--- src/rtl/sep_pkg.sv ---
package sep_pkg;

    typedef enum logic [1:0] {
        ST_IDLE  = 2'd0,
        ST_WAIT  = 2'd1,
        ST_COUNT = 2'd2
    } sep_state_e;

    typedef struct packed {
        logic start;
        logic stop;
        logic src;
    } sep_evt_s;

    localparam int unsigned NUM_LINES = 3;
    localparam int unsigned LINE_START = 2;
    localparam int unsigned LINE_STOP  = 1;
    localparam int unsigned LINE_SRC   = 0;

    function automatic logic edge_hit(input logic cur, input logic prev, input logic fall);
        return fall ? (prev & ~cur) : (cur & ~prev);
    endfunction

endpackage

--- src/rtl/sep_edge_det.sv ---
module sep_edge_det #(
    parameter int unsigned STAGES = 2
) (
    input  logic clk,
    input  logic rst,
    input  logic pin_i,
    input  logic fall_i,
    output logic evt_o
);
    import sep_pkg::*;

    logic [STAGES:0] shift_q;

    always_ff @(posedge clk) begin
        if (rst) begin
            shift_q <= '0;
        end else begin
            shift_q <= {shift_q[STAGES-1:0], pin_i};
        end
    end

    assign evt_o = edge_hit(shift_q[STAGES-1], shift_q[STAGES], fall_i);

endmodule

--- src/rtl/sep_ctrl.sv ---
module sep_ctrl #(
    parameter int unsigned CNT_W = 16
) (
    input  logic                    clk,
    input  logic                    rst,
    input  logic                    arm_i,
    input  logic                    buffered_i,
    input  sep_pkg::sep_evt_s       evt_i,
    output logic                    push_o,
    output logic [CNT_W-1:0]        push_data_o,
    output sep_pkg::sep_state_e     state_o
);
    import sep_pkg::*;

    sep_state_e       state_q;
    logic [CNT_W-1:0] cnt_q;

    assign push_o      = (state_q == ST_COUNT) && evt_i.stop && !arm_i;
    assign push_data_o = cnt_q;
    assign state_o     = state_q;

    always_ff @(posedge clk) begin
        if (rst) begin
            state_q <= ST_IDLE;
            cnt_q   <= '0;
        end else if (arm_i) begin
            state_q <= ST_WAIT;
            cnt_q   <= '0;
        end else begin
            unique case (state_q)
                ST_WAIT: begin
                    if (evt_i.start) begin
                        state_q <= ST_COUNT;
                        cnt_q   <= '0;
                    end
                end
                ST_COUNT: begin
                    if (evt_i.stop) begin
                        state_q <= buffered_i ? ST_WAIT : ST_IDLE;
                        cnt_q   <= '0;
                    end else if (evt_i.src) begin
                        cnt_q <= cnt_q + 1'b1;
                    end
                end
                default: begin
                    state_q <= ST_IDLE;
                end
            endcase
        end
    end

endmodule

--- src/rtl/sep_fifo.sv ---
module sep_fifo #(
    parameter int unsigned WIDTH = 16,
    parameter int unsigned DEPTH = 4
) (
    input  logic             clk,
    input  logic             rst,
    input  logic             push_i,
    input  logic [WIDTH-1:0] data_i,
    input  logic             rd_ready_i,
    output logic [WIDTH-1:0] rd_data_o,
    output logic             rd_valid_o,
    output logic             full_o
);
    localparam int unsigned PTR_W = (DEPTH > 1) ? $clog2(DEPTH) : 1;
    localparam int unsigned CNT_W = $clog2(DEPTH + 1);
    localparam logic [PTR_W-1:0] LAST = PTR_W'(DEPTH - 1);
    localparam logic [CNT_W-1:0] FULL_CNT = CNT_W'(DEPTH);

    logic [WIDTH-1:0] mem_q [DEPTH];
    logic [PTR_W-1:0] wr_ptr_q, rd_ptr_q;
    logic [CNT_W-1:0] used_q;
    logic             do_wr, do_rd;

    assign full_o     = (used_q == FULL_CNT);
    assign rd_valid_o = (used_q != '0);
    assign rd_data_o  = mem_q[rd_ptr_q];
    assign do_wr      = push_i && !full_o;
    assign do_rd      = rd_valid_o && rd_ready_i;

    always_ff @(posedge clk) begin
        if (do_wr) begin
            mem_q[wr_ptr_q] <= data_i;
        end
    end

    always_ff @(posedge clk) begin
        if (rst) begin
            wr_ptr_q <= '0;
            rd_ptr_q <= '0;
            used_q   <= '0;
        end else begin
            if (do_wr) begin
                wr_ptr_q <= (wr_ptr_q == LAST) ? '0 : wr_ptr_q + 1'b1;
            end
            if (do_rd) begin
                rd_ptr_q <= (rd_ptr_q == LAST) ? '0 : rd_ptr_q + 1'b1;
            end
            if (do_wr && !do_rd) begin
                used_q <= used_q + 1'b1;
            end else if (do_rd && !do_wr) begin
                used_q <= used_q - 1'b1;
            end
        end
    end

endmodule

--- src/rtl/edge_sep_counter.sv ---
module edge_sep_counter #(
    parameter int unsigned CNT_W       = 16,
    parameter int unsigned FIFO_DEPTH  = 8,
    parameter int unsigned SYNC_STAGES = 2
) (
    input  logic             clk,
    input  logic             rst,
    input  logic             arm_i,
    input  logic             mode_i,
    input  logic             start_fall_i,
    input  logic             stop_fall_i,
    input  logic             src_fall_i,
    input  logic             start_i,
    input  logic             stop_i,
    input  logic             src_i,
    input  logic             rd_ready_i,
    output logic [CNT_W-1:0] rd_data_o,
    output logic             rd_valid_o,
    output logic             full_o,
    output logic             overflow_o
);
    import sep_pkg::*;

    logic [NUM_LINES-1:0] pins, falls, hits;
    sep_evt_s             evt;
    logic                 meas_push;
    logic [CNT_W-1:0]     meas_data;
    sep_state_e           ctrl_state;
    logic                 ovf_q;

    assign pins[LINE_START]  = start_i;
    assign pins[LINE_STOP]   = stop_i;
    assign pins[LINE_SRC]    = src_i;
    assign falls[LINE_START] = start_fall_i;
    assign falls[LINE_STOP]  = stop_fall_i;
    assign falls[LINE_SRC]   = src_fall_i;

    for (genvar g = 0; g < NUM_LINES; g++) begin : g_line
        sep_edge_det #(.STAGES(SYNC_STAGES)) u_det (
            .clk    (clk),
            .rst    (rst),
            .pin_i  (pins[g]),
            .fall_i (falls[g]),
            .evt_o  (hits[g])
        );
    end

    assign evt.start = hits[LINE_START];
    assign evt.stop  = hits[LINE_STOP];
    assign evt.src   = hits[LINE_SRC];

    sep_ctrl #(.CNT_W(CNT_W)) u_ctrl (
        .clk         (clk),
        .rst         (rst),
        .arm_i       (arm_i),
        .buffered_i  (mode_i),
        .evt_i       (evt),
        .push_o      (meas_push),
        .push_data_o (meas_data),
        .state_o     (ctrl_state)
    );

    sep_fifo #(.WIDTH(CNT_W), .DEPTH(FIFO_DEPTH)) u_fifo (
        .clk        (clk),
        .rst        (rst),
        .push_i     (meas_push),
        .data_i     (meas_data),
        .rd_ready_i (rd_ready_i),
        .rd_data_o  (rd_data_o),
        .rd_valid_o (rd_valid_o),
        .full_o     (full_o)
    );

    always_ff @(posedge clk) begin
        if (rst || arm_i) begin
            ovf_q <= 1'b0;
        end else if (meas_push && full_o) begin
            ovf_q <= 1'b1;
        end
    end

    assign overflow_o = ovf_q;

endmodule

--- config.mk ---
export PLATFORM = sky130hd
export DESIGN_NAME = edge_sep_counter
export DESIGN_NICKNAME = d
export VERILOG_FILES = /design/src/rtl/sep_pkg.sv /design/src/rtl/sep_edge_det.sv /design/src/rtl/sep_ctrl.sv /design/src/rtl/sep_fifo.sv /design/src/rtl/edge_sep_counter.sv
export SDC_FILE = /design/constraint.sdc
export NUM_CORES = 1
export LEC_CHECK = 0
export BUFFER_PORTS_ARGS = -buffer_cell sky130_fd_sc_hd__buf_2
export CORE_MARGIN = 2
export CORE_UTILIZATION = 61
export DETAILED_ROUTE_END_ITERATION = 8
export MAX_ROUTING_LAYER = met4
export PLACE_DENSITY = 0.79
export SYNTH_ARGS = -nofsm -noshare
export SYNTH_HDL_FRONTEND = slang
export SYNTH_HIERARCHICAL = 1
export SYNTH_SLANG_ARGS = --single-unit
export TNS_END_PERCENT = 20
--- constraint.sdc ---
create_clock -name clk -period 4.71 [get_ports clk]
set_input_delay 0.942 -clock clk [delete_from_list [all_inputs] [get_ports clk]]
set_output_delay 0.942 -clock clk [all_outputs]
set_load 0.05 [all_outputs]
==> results of run 1 <==
==> layout make-up <==
| type | instances | area, sq um |
|---|---|---|
| flip-flops and latches | 169 | 4664 |
| fillers | 672 | 3232 |
| multi-input cells | 203 | 2038 |
| clock buffers | 25 | 465.4 |
| repair buffers | 42 | 242.7 |
| well taps | 140 | 175.2 |
| clock inverters | 7 | 43.79 |
| inverters | 7 | 26.28 |
==> path summary, 6_finish.rpt <==
path                         startpoint                    endpoint  slack, ns  depth (start not counted)
max                           flip-flop               rd_data_o[15]       1.30                          4
min          g_line[2].u_det/shift_q[0]  g_line[2].u_det/shift_q[1]       0.45                          1
max reg2reg  g_line[1].u_det/shift_q[2]            u_fifo/used_q[3]       1.72                         13
min reg2reg  g_line[2].u_det/shift_q[0]  g_line[2].u_det/shift_q[1]       0.45                          1
==> per-stage QoR <==
step / power (mW) / instance area [sq um] / setup WS (ns)
2_1_floorplan: 2.218 / 6814 / 0.8746
3_3_place_gp: 2.287 / 7147 / 1.197
3_5_place_dp: 2.303 / 7147 / 1.097
4_1_cts: 3.487 / 7656 / 1.234
5_1_grt: 3.589 / 7656 / 1.194
6_report: 3.452 / 7656 / 1.296
==> power by group through the flow <==
stage	clock network (mW)	registers [mW]	logic (mW)
floorplan	0	1.67	0.550
global placement	0	1.67	0.614
detailed placement	0	1.67	0.628
CTS	1.21	1.64	0.631
global route	1.28	1.65	0.666
finish	1.18	1.64	0.624
==> metal layers <==
layer	up-vias	track usage, %
li1	1688	-
met1	1820	29.94
met2	118	34.96
met3	26	5.157
met4	0	10.13
met5	-	-
==> state kept, by name, summed over array words and instances, names as in the netlist, named ones only <==
name and count:
u_fifo/wr_ptr_q 3, u_ctrl/state_o 2, u_fifo/rd_ptr_q 3, u_fifo/mem_q 128, g_line.u_det/shift_q 9, u_fifo/used_q 4
overflow_o 1, u_ctrl/push_data_o 16
==> critical path: cells and delay by family (launching register included) <==
family	cells	cell delay, ns
multiplexers	2	0.94
buffers and inverters	2	0.68
flip-flops	1	0.32
==> logic make-up after synthesis <==
logic type	count (synthesis)	share of synthesized area, %
XOR/XNOR	3	0.3857
AO/OA/AOI/OAI	48	4.517
flip-flops	169	68.45
multiplexers	50	15.02
buffers and inverters	25	2.020
AND/OR/NAND/NOR	93	7.841
adder cells (fa/ha/maj)	9	1.763
==> cell usage in the layout (no fill, tap or decap), types with 2 or more instances in the layout <==
| cell | Yosys | final |
|---|---|---|
| a21oi_1 | 25 | 25 |
| and2_1 | 2 | 2 |
| buf_2 | 4 | 29 |
| buf_4 | 0 | 13 |
| clkbuf_1 | 5 | 7 |
| clkbuf_16 | 0 | 17 |
| clkinv_2 | 0 | 3 |
| dfxtp_1 | 41 | 41 |
| edfxtp_1 | 128 | 128 |
| ha_1 | 8 | 8 |
| inv_1 | 7 | 7 |
| inv_4 | 0 | 2 |
| mux2_2 | 17 | 17 |
| mux4_1 | 27 | 27 |
| mux4_2 | 5 | 5 |
| nand2_1 | 16 | 16 |
| nand2b_1 | 5 | 5 |
| nand3_1 | 7 | 7 |
| nand4_1 | 6 | 6 |
| nor2_1 | 12 | 12 |
| nor2b_1 | 11 | 11 |
| nor3_2 | 1 | 5 |
| o21ai_0 | 4 | 4 |
| o22ai_2 | 3 | 3 |
| o31ai_1 | 9 | 9 |
| or2_2 | 2 | 2 |
| or3_1 | 6 | 6 |
| or3_2 | 2 | 2 |
| or4_1 | 9 | 9 |
| xnor2_1 | 2 | 2 |
==> metrics.txt, run 1 <==
Gate Count Post-Synth=397; hold buffer count at CTS=0; Final Wtd Congestion=0.7394; Crit-path slowest cell=mux4_1; row count=38; Seq pwr share=47.6%; Clk pwr share=34.3%; PortBufs=29; Max VDD drop=0.3371 mV; Metal-1 WL=5120 um; Area Growth Syn to Fin=12.36%; CTS sink count=169; Post CTS Setup Buffer Count=0; Top Ports=30; pin count of the biggest net entering global routing=33; crit path launch type=flip-flop; PD cells=450.9 mW/mm^2; Switch Pwr=889.9 uW; layout net count=460; Core Util, Final=70.32%; Post-synth EDFFs=128; final non-filler cell total=593; Initial Util=62.58%; CTS tree=yes; drt wl/cell=20.42 um; slew at the pin closest to its max-slew limit=0.9638 ns; Via density=6.159; max-cap viol count=0; Synth top area share=56.41%; Die H=109.7 um; RSZ-0062 raised after global routing=no; routed wire length=12110 um; Leak=2.714 nW; final hold violation count=0; Synth Cell Area=0.006814 sq mm; Post-synth ARST share=0%; synth top area cells=edfxtp_1, dfxtp_1, mux4_1; cell chain of the critical path=buf_4, mux4_1, mux2_2, buf_2; routed wl met3=624 um; DRT antenna net count=0; Hold Crit Class=flip-flop to flip-flop; crit path max fanout=32; ANT cells=0; critical path class=flip-flop to output pin; Worst Skew=0.009919 ns; status=finished clean; cell taking the most area after synthesis=edfxtp_1; first-pass GRT wire length=19000 um; CTS root buf=clkbuf_8; gr usage total=22.93%; layout cells sized above 1=23.62%; top cells by count, synth=edfxtp_1, dfxtp_1, mux4_1; final worst path period need=3.414 ns; Mapped Nets=417; switch share=25.78%; most frequent cell after synthesis=edfxtp_1; Final Setup Violations=0; final slew viol count=0; maximum root-to-sink buffer count=2; WHS=0.4513 ns; Synth Warn #=6; arrival time worst endpoint=2.47 ns; H-tree Lvls=4; Final period util=72.48%; DP HPWL=7158 um; max incr delay on CP=0.66 ns; DR DRC count=0; post-CTS resize count=0; Clock Latency Late Sink=0.52 ns; first drt pass iteration count=6; Synth cell types=50; max_slew headroom=35.66%; achievable frequency=292.9 MHz; initial antenna violation count=0; Setup crit end kind=output pin; Placed Cells=561; clock slew at reported path FFs=0.06 ns; Most used DFF post-synth=edfxtp_1; Gate power share=18.1%; met2 WL=6113 um; synthesized flop and latch total=169; mean post-synth cell area=17.16 sq um; Worst EP required=3.77 ns; Top Metal Used=met4; number of global-route vias before repair=3594; via count=3652; Core ar.=0.01089 sq mm; die area=0.01203 sq mm; TritonCTS Buffers=17; DRT iter0 DRCs=271; Fin Setup TNS=0 ns; Die Wd=109.7 um; Int Pwr=2.562 mW; total gr overflow=0; sequential-to-total area share from yosys stat=68.45%
Note: power is estimated with default switching activity, not from simulation.
==> inputs of run 2 (changes only) <==
ABC_AREA = 1   (was unset)
clock period = 3.5 ns   (was 4.71 ns; I/O delays follow)
==> run 2 against run 1 <==
Net effect:
- the flow now finishes with violations (design-rule violations)
- non-clock buffer count grew 1
- die area up 6.2%
- first-iteration DRC count increased by 120%
- wire length grew 19%
- critical path depth is 2 higher
- sequential cell count unchanged
- clock skew fell by 0.0016 ns
- largest cell class unchanged
==> metrics.txt, run 2 <==
CTS root buf=clkbuf_16; pin count of the biggest net entering global routing=65 (+97%); Hold Crit Class=flip-flop to flip-flop; PortBufs=29 (unchanged); Core Util, Final=69.40% (-0.91 points); final setup margin=0.3139 ns (-0.9825 ns); DRT antenna net count=0 (unchanged); Final Wtd Congestion=0.8012 (+8.4%); routed wire length=14450 um (+19%); Clk pwr share=29.8% (-4.5 points); die area=0.01278 sq mm (+6.2%); layout net count=783 (+70%); Via density=5.456 (-11%); Gate Count Post-Synth=727 (+83%); Gate power share=32.2% (+14 points); drt wl/cell=15.73 um (-23%); first drt pass iteration count=8 (+2); max-cap viol count=0 (unchanged); Final period util=91.03%; critical path class=flip-flop to output pin; H-tree Lvls=4 (unchanged); Pwr Total=5.950 mW (+72%); Area Growth Syn to Fin=10.16%; Die Wd=113.1 um (+3.1%); Setup crit end kind=output pin; dpl ws=0.5245 ns (-0.5727 ns); CTS sink count=169 (unchanged); Post-synth ARST share=0% (unchanged); clock slew at reported path FFs=0.06 ns (about the same); Worst EP required=2.80 ns (-0.97 ns); RSZ-0062 raised after global routing=no; most frequent cell after synthesis=nor2_1; layout cells sized above 1=11.60% (-12 points); DRT iter0 DRCs=592 (+120%); final slew viol count=0 (unchanged); maximum root-to-sink buffer count=2 (unchanged); max FFs per register=128 (unchanged); Int Pwr=3.671 mW (+43%); cell taking the most area after synthesis=edfxtp_1; most frequent cells in the layout=nor2_1, nand2_1, edfxtp_1; fill count=844 (+26%); first-pass GRT wire length=23250 um (+22%); Switch Pwr=2.279 mW (+160%); PD cells=744.4 mW/mm^2 (+65%); Worst Skew=0.008274 ns (-0.001646 ns); Most used DFF post-synth=edfxtp_1; gr usage total=24.61% (+1.7 points); Fin Setup TNS=0 ns (unchanged); hold buffer count at CTS=0 (unchanged); arrival time worst endpoint=2.49 ns (+0.02 ns); Synth cell types=32 (-36%); hold depth=2 (+1); crit path launch type=flip-flop; Max VDD drop=0.4485 mV (+33%); fin area=0.007993 sq mm (+4.4%); TritonCTS Buffers=17 (unchanged); Top Ports=30 (unchanged); DR DRC count=3 (+3); Top reg by flops=u_fifo/mem_q; achievable frequency=313.9 MHz; DP Area=0.007427 sq mm (+3.9%); synth top area cells=edfxtp_1, dfxtp_1, nor2_1; switch share=38.31% (+13 points); ANT cells=0 (unchanged); DP HPWL=8917 um (+25%); Leak=3.241 nW (+19%); Mapped Nets=747 (+79%); final hold violation count=0 (unchanged); commonest non-fill, non-tap cell in the layout=nor2_1; initial antenna violation count=0 (unchanged); Seq pwr share=38.0% (-9.6 points); Synth Warn #=6 (unchanged); synthesized flop and latch total=169 (unchanged); status=finished, violations left; number of global-route vias before repair=4819 (+34%); final worst path period need=3.186 ns; mean post-synth cell area=9.980 sq um (-42%); sequential-to-total area share from yosys stat=64.29% (-4.2 points); R2R depth=15 (+2); top cells by count, synth=nor2_1, nand2_1, edfxtp_1; Synth top area share=52.97% (-3.4 points); row count=39 (+2.6%); Post CTS Setup Buffer Count=0 (unchanged); Post-synth EDFFs=128 (unchanged); slew at the pin closest to its max-slew limit=0.9750 ns (+0.01125 ns); max_slew headroom=34.90% (-0.76 points); Final Setup Violations=0 (unchanged); crit path max fanout=64 (+100%); Initial Util=63.01% (+0.42 points); via count=5014 (+37%); failing checks=design-rule violations; total gr overflow=0 (unchanged); Die H=113.1 um (+3.1%); Synth Cell Area=0.007256 sq mm (+6.5%); Clock Latency Late Sink=0.43 ns (-0.09 ns); Core ar.=0.01152 sq mm (+5.8%); post-CTS resize count=0 (unchanged); CTS tree=yes
-- run 2: layer usage --
layer / share of wire, % / track usage [%] / wire length [um]
met5: 0 / - / 0
met4: 3.1 / 10.98 / 444
met3: 5.5 / 5.196 / 791
met2: 49 / 39.80 / 7127
met1: 42 / 30.11 / 6089
-- run 2: cell type report --
class | count | area [sq um] | area share (%)
clock buffers | 19 | 442.9 | 5.542
clock inverters | 13 | 122.6 | 1.534
inverters | 60 | 232.7 | 2.912
multi-input cells | 472 | 2100 | 26.27
flip-flops and latches | 169 | 4666 | 58.37
well taps | 143 | 178.9 | 2.239
repair buffers | 43 | 250.2 | 3.131
-- run 2: path summary, 6_finish.rpt --
| kind | slack, ns | endpoint | start |
|---|---|---|---|
| hold / removal | 0.41 | g_line[1].u_det/shift_q[1] | g_line[1].u_det/shift_q[0] |
| setup / recovery | 0.31 | rd_data_o[0] | flip-flop |
| setup reg to reg | 0.97 | u_fifo/used_q[3] | g_line[1].u_det/shift_q[1] |
| hold reg to reg | 0.41 | g_line[1].u_det/shift_q[1] | g_line[1].u_det/shift_q[0] |
-- run 2: kinds of logic (layout without fill, tap and decap cells) --
family | after synthesis | count (layout) | synth area share [%]
AO/OA/AOI/OAI | 92 | 92 | 6.639
XOR/XNOR | 2 | 2 | 0.2415
adder cells (fa/ha/maj) | 9 | 9 | 1.656
buffers and inverters | 86 | 135 | 6.777
flip-flops | 169 | 169 | 64.29
AND/OR/NAND/NOR | 369 | 369 | 20.40
-- run 2: power by group through the flow --
stage	Combinational, mW	Sequential, mW	Clock [mW]
detailed placement	1.90	2.31	0
floorplan	1.67	2.26	0
global route	2.09	2.27	1.87
global placement	1.85	2.30	0
CTS	1.91	2.27	1.79
finish	1.92	2.26	1.77
-- run 2: per-stage QoR --
stage / cells / hold WS, ns
2_1_floorplan: 727 / 0.3883
3_3_place_gp: 887 / 0.3899
3_5_place_dp: 887 / 0.4067
4_1_cts: 919 / 0.4153
5_1_grt: 919 / 0.4288
6_report: 919 / 0.4094
-- run 2: worst max-delay path, stage by stage, from the launching register on --
cell and delay, ns:
dfxtp_2 0.47, inv_2 0.77, o21ai_0 0.22, nand2_1 0.11
nand2_1 0.05, nand2_1 0.13, buf_2 0.28
==> inputs of run 3 (changes only) <==
==> constraint.sdc (replaced) <==
create_clock -name clk -period 3.5 [get_ports clk]
set_input_delay 0.35 -clock clk [delete_from_list [all_inputs] [get_ports clk]]
set_output_delay 0.35 -clock clk [all_outputs]
set_load 0.05 [all_outputs]
==> run 3 against run 2 <==
Net effect:
- wire length up 1.0%
- largest power group unchanged
- highest routed layer unchanged
- power grew 0.76%
- critical path type unchanged
- hold slack lost 0.27 ns
- maximum frequency increased by 22%
- utilization about the same
- global-route usage increased by 0.49 points
- count of clock-buffer cells in the layout rose by 4
- sequential power barely moved
- the run still ends with design-rule violations left
==> metrics.txt, run 3 (synthesis results as in run 2) <==
status=finished, violations left; failing checks=design-rule violations; R2R depth=15 (unchanged); hold depth=3 (+1); sequential cell area=0.004666 sq mm (unchanged); total gr overflow=0 (unchanged); Crit-path slowest cell=inv_2; met2 WL=7494 um (+5.1%); post-CTS resize count=0 (unchanged); crit path max fanout=64 (unchanged); switch share=37.15% (-1.2 points); DRT iter0 DRCs=509 (-14%); RR Endpoint=u_fifo/used_q[3]; Post CTS Setup Buffer Count=0 (unchanged); most frequent cells in the layout=nor2_1, nand2_1, edfxtp_1; Die H=113.1 um (unchanged); arrival time worst endpoint=2.27 ns (-0.22 ns); Setup crit end kind=output pin; maximum root-to-sink buffer count=2 (unchanged); achievable frequency=381.5 MHz (+22%); DP HPWL=9133 um (+2.4%); Metal-1 WL=5983 um (-1.7%); Int Pwr=3.768 mW (+2.6%); Pwr Total=5.995 mW (+0.76%); number of global-route vias before repair=4989 (+3.5%); clock slew at reported path FFs=0.06 ns (about the same); Clock Latency Late Sink=0.41 ns (-0.02 ns); layout net count=782 (-0.13%); Gate power share=32.8% (+0.6 points); Fin Setup TNS=0 ns (unchanged); first drt pass iteration count=7 (-1); final worst path period need=2.621 ns (-0.5648 ns); row count=39 (unchanged); Max VDD drop=0.5039 mV (+12%); routed wire length=14600 um (+1.0%); area of the multi-input gates=0.002100 sq mm (unchanged); PortBufs=29 (unchanged); Core Util, Final=69.42% (about the same); r2r setup slk=0.92 ns (-0.05 ns); commonest non-fill, non-tap cell in the layout=nor2_1; Hold Crit Class=input pin to flip-flop; critical path class=flip-flop to output pin; ANT cells=0 (unchanged); Final Setup Violations=0 (unchanged); routed wl met3=880 um (+11%); pin count of the biggest net entering global routing=65 (unchanged); drt wl/cell=15.90 um (+1.1%); first-pass GRT wire length=24020 um (+3.3%); gr usage total=25.10% (+0.49 points); final hold violation count=0 (unchanged); CTS tree=yes; Final Wtd Congestion=0.8749 (+9.2%); Worst Skew=0.007898 ns (-0.0003754 ns); Top Metal Used=met4; Switch Pwr=2.227 mW (-2.3%); max-cap viol count=0 (unchanged); Final period util=74.90% (-16 points); PD cells=749.9 mW/mm^2 (+0.74%); initial antenna violation count=0 (unchanged); max FFs per register=128 (unchanged); CTS sink count=169 (unchanged); CTS root buf=clkbuf_16; cell chain of the critical path=inv_2, o21ai_0, nand2_1, nand2_1, nand2_1, buf_2; DRT antenna net count=0 (unchanged); layout cells sized above 1=11.23% (-0.37 points); Clk pwr share=30.0% (+0.2 points); Leak=3.252 nW (+0.34%); Area Growth Syn to Fin=10.17% (about the same); Seq pwr share=37.2% (-0.8 points); via count=5054 (+0.80%); Top reg by flops=u_fifo/mem_q; crit path launch type=flip-flop; CP dominant cell by count=nand2_1; Core ar.=0.01152 sq mm (unchanged); RSZ-0062 raised after global routing=no; hold buffer count at CTS=0 (unchanged); fill count=831 (-1.5%); Worst Hold Path EP=g_line[2].u_det/shift_q[0]; final slew viol count=0 (unchanged); Hold Path Origin=start_i; Worst EP required=3.15 ns (+0.35 ns); slew at the pin closest to its max-slew limit=0.9909 ns (+0.01587 ns); reg2reg start=g_line[1].u_det/shift_q[1]; Die Wd=113.1 um (unchanged); max incr delay on CP=0.71 ns (-0.06 ns); die area=0.01278 sq mm (unchanged); Initial Util=63.01% (unchanged); max_slew headroom=33.84% (-1.1 points); H-tree Lvls=4 (unchanged); Top Ports=30 (unchanged); Via density=5.505 (+0.91%); TritonCTS Buffers=17 (unchanged); DR DRC count=3 (unchanged)
-- run 3: changes by cell type in the layout (fill, tap and decap cells not counted), sizes merged --
cell      before  now
clkbuf        19   23
clkinvlp       3    1
inv           62   60
buf           43   42
bufinv         1    2
clkinv         7    6
-- run 3: power by group through the flow --
| stage | Clock (mW) | Combinational [mW] | Sequential, mW |
|---|---|---|---|
| global route | 1.92 | 2.16 | 2.24 |
| detailed placement | 0 | 1.95 | 2.27 |
| floorplan | 0 | 1.67 | 2.26 |
| finish | 1.80 | 1.96 | 2.23 |
| global placement | 0 | 1.89 | 2.27 |
| CTS | 1.83 | 1.96 | 2.23 |
-- run 3: worst max-delay path by stage --
stage | from | end | slack (ns) | cells past startpoint
2_1_floorplan | stop_fall_i | u_fifo/mem_q[0][0] | 1.09 | 8
3_3_place_gp | stop_fall_i | u_fifo/used_q[3] | 0.93 | 16
3_5_place_dp | stop_fall_i | u_fifo/used_q[3] | 0.84 | 16
4_1_cts | flip-flop | rd_data_o[0] | 0.88 | 6
5_1_grt | flip-flop | rd_data_o[0] | 0.70 | 8
6_report | flip-flop | rd_data_o[1] | 0.88 | 6
-- run 3: stage by stage --
| step | std cells | hold WS [ns] | instance area (sq um) | setup slack, ns |
|---|---|---|---|---|
| floorplan | 727 | 0.3883 | 7256 | 1.088 |
| finish | 918 | 0.1386 | 7994 | 0.8786 |
| CTS | 918 | 0.1215 | 7994 | 0.8819 |
| global route | 918 | 0.1273 | 7994 | 0.7010 |
| global placement | 886 | 0.3900 | 7420 | 0.9321 |
| detailed placement | 886 | 0.4002 | 7420 | 0.8420 |
-- run 3: critical path: cells and delay by family (launching register included) --
kind                   cells  cell delay, ns
buffers and inverters      2            0.99
DFF                        1            0.32
and+or+nand+nor            3            0.30
AOI/OAI and AO/OA          1            0.23
-- run 3: final cells by class --
cell class                      instances  share of cell area [%]
Inverter                               60                   2.911
Multi-Input combinational cell        472                   26.26
Tap cell                              143                   2.238
Clock inverter                          9                   1.205
Clock buffer                           23                   5.979
Timing Repair Buffer                   42                   3.036
Sequential cell                       169                   58.37
-- run 3: per-layer routing --
layer | global-route usage [%] | up-vias
met1 | 30.20 | 2401
met5 | - | -
met3 | 5.678 | 23
met2 | 42.67 | 177
li1 | - | 2453
met4 | 7.561 | 0
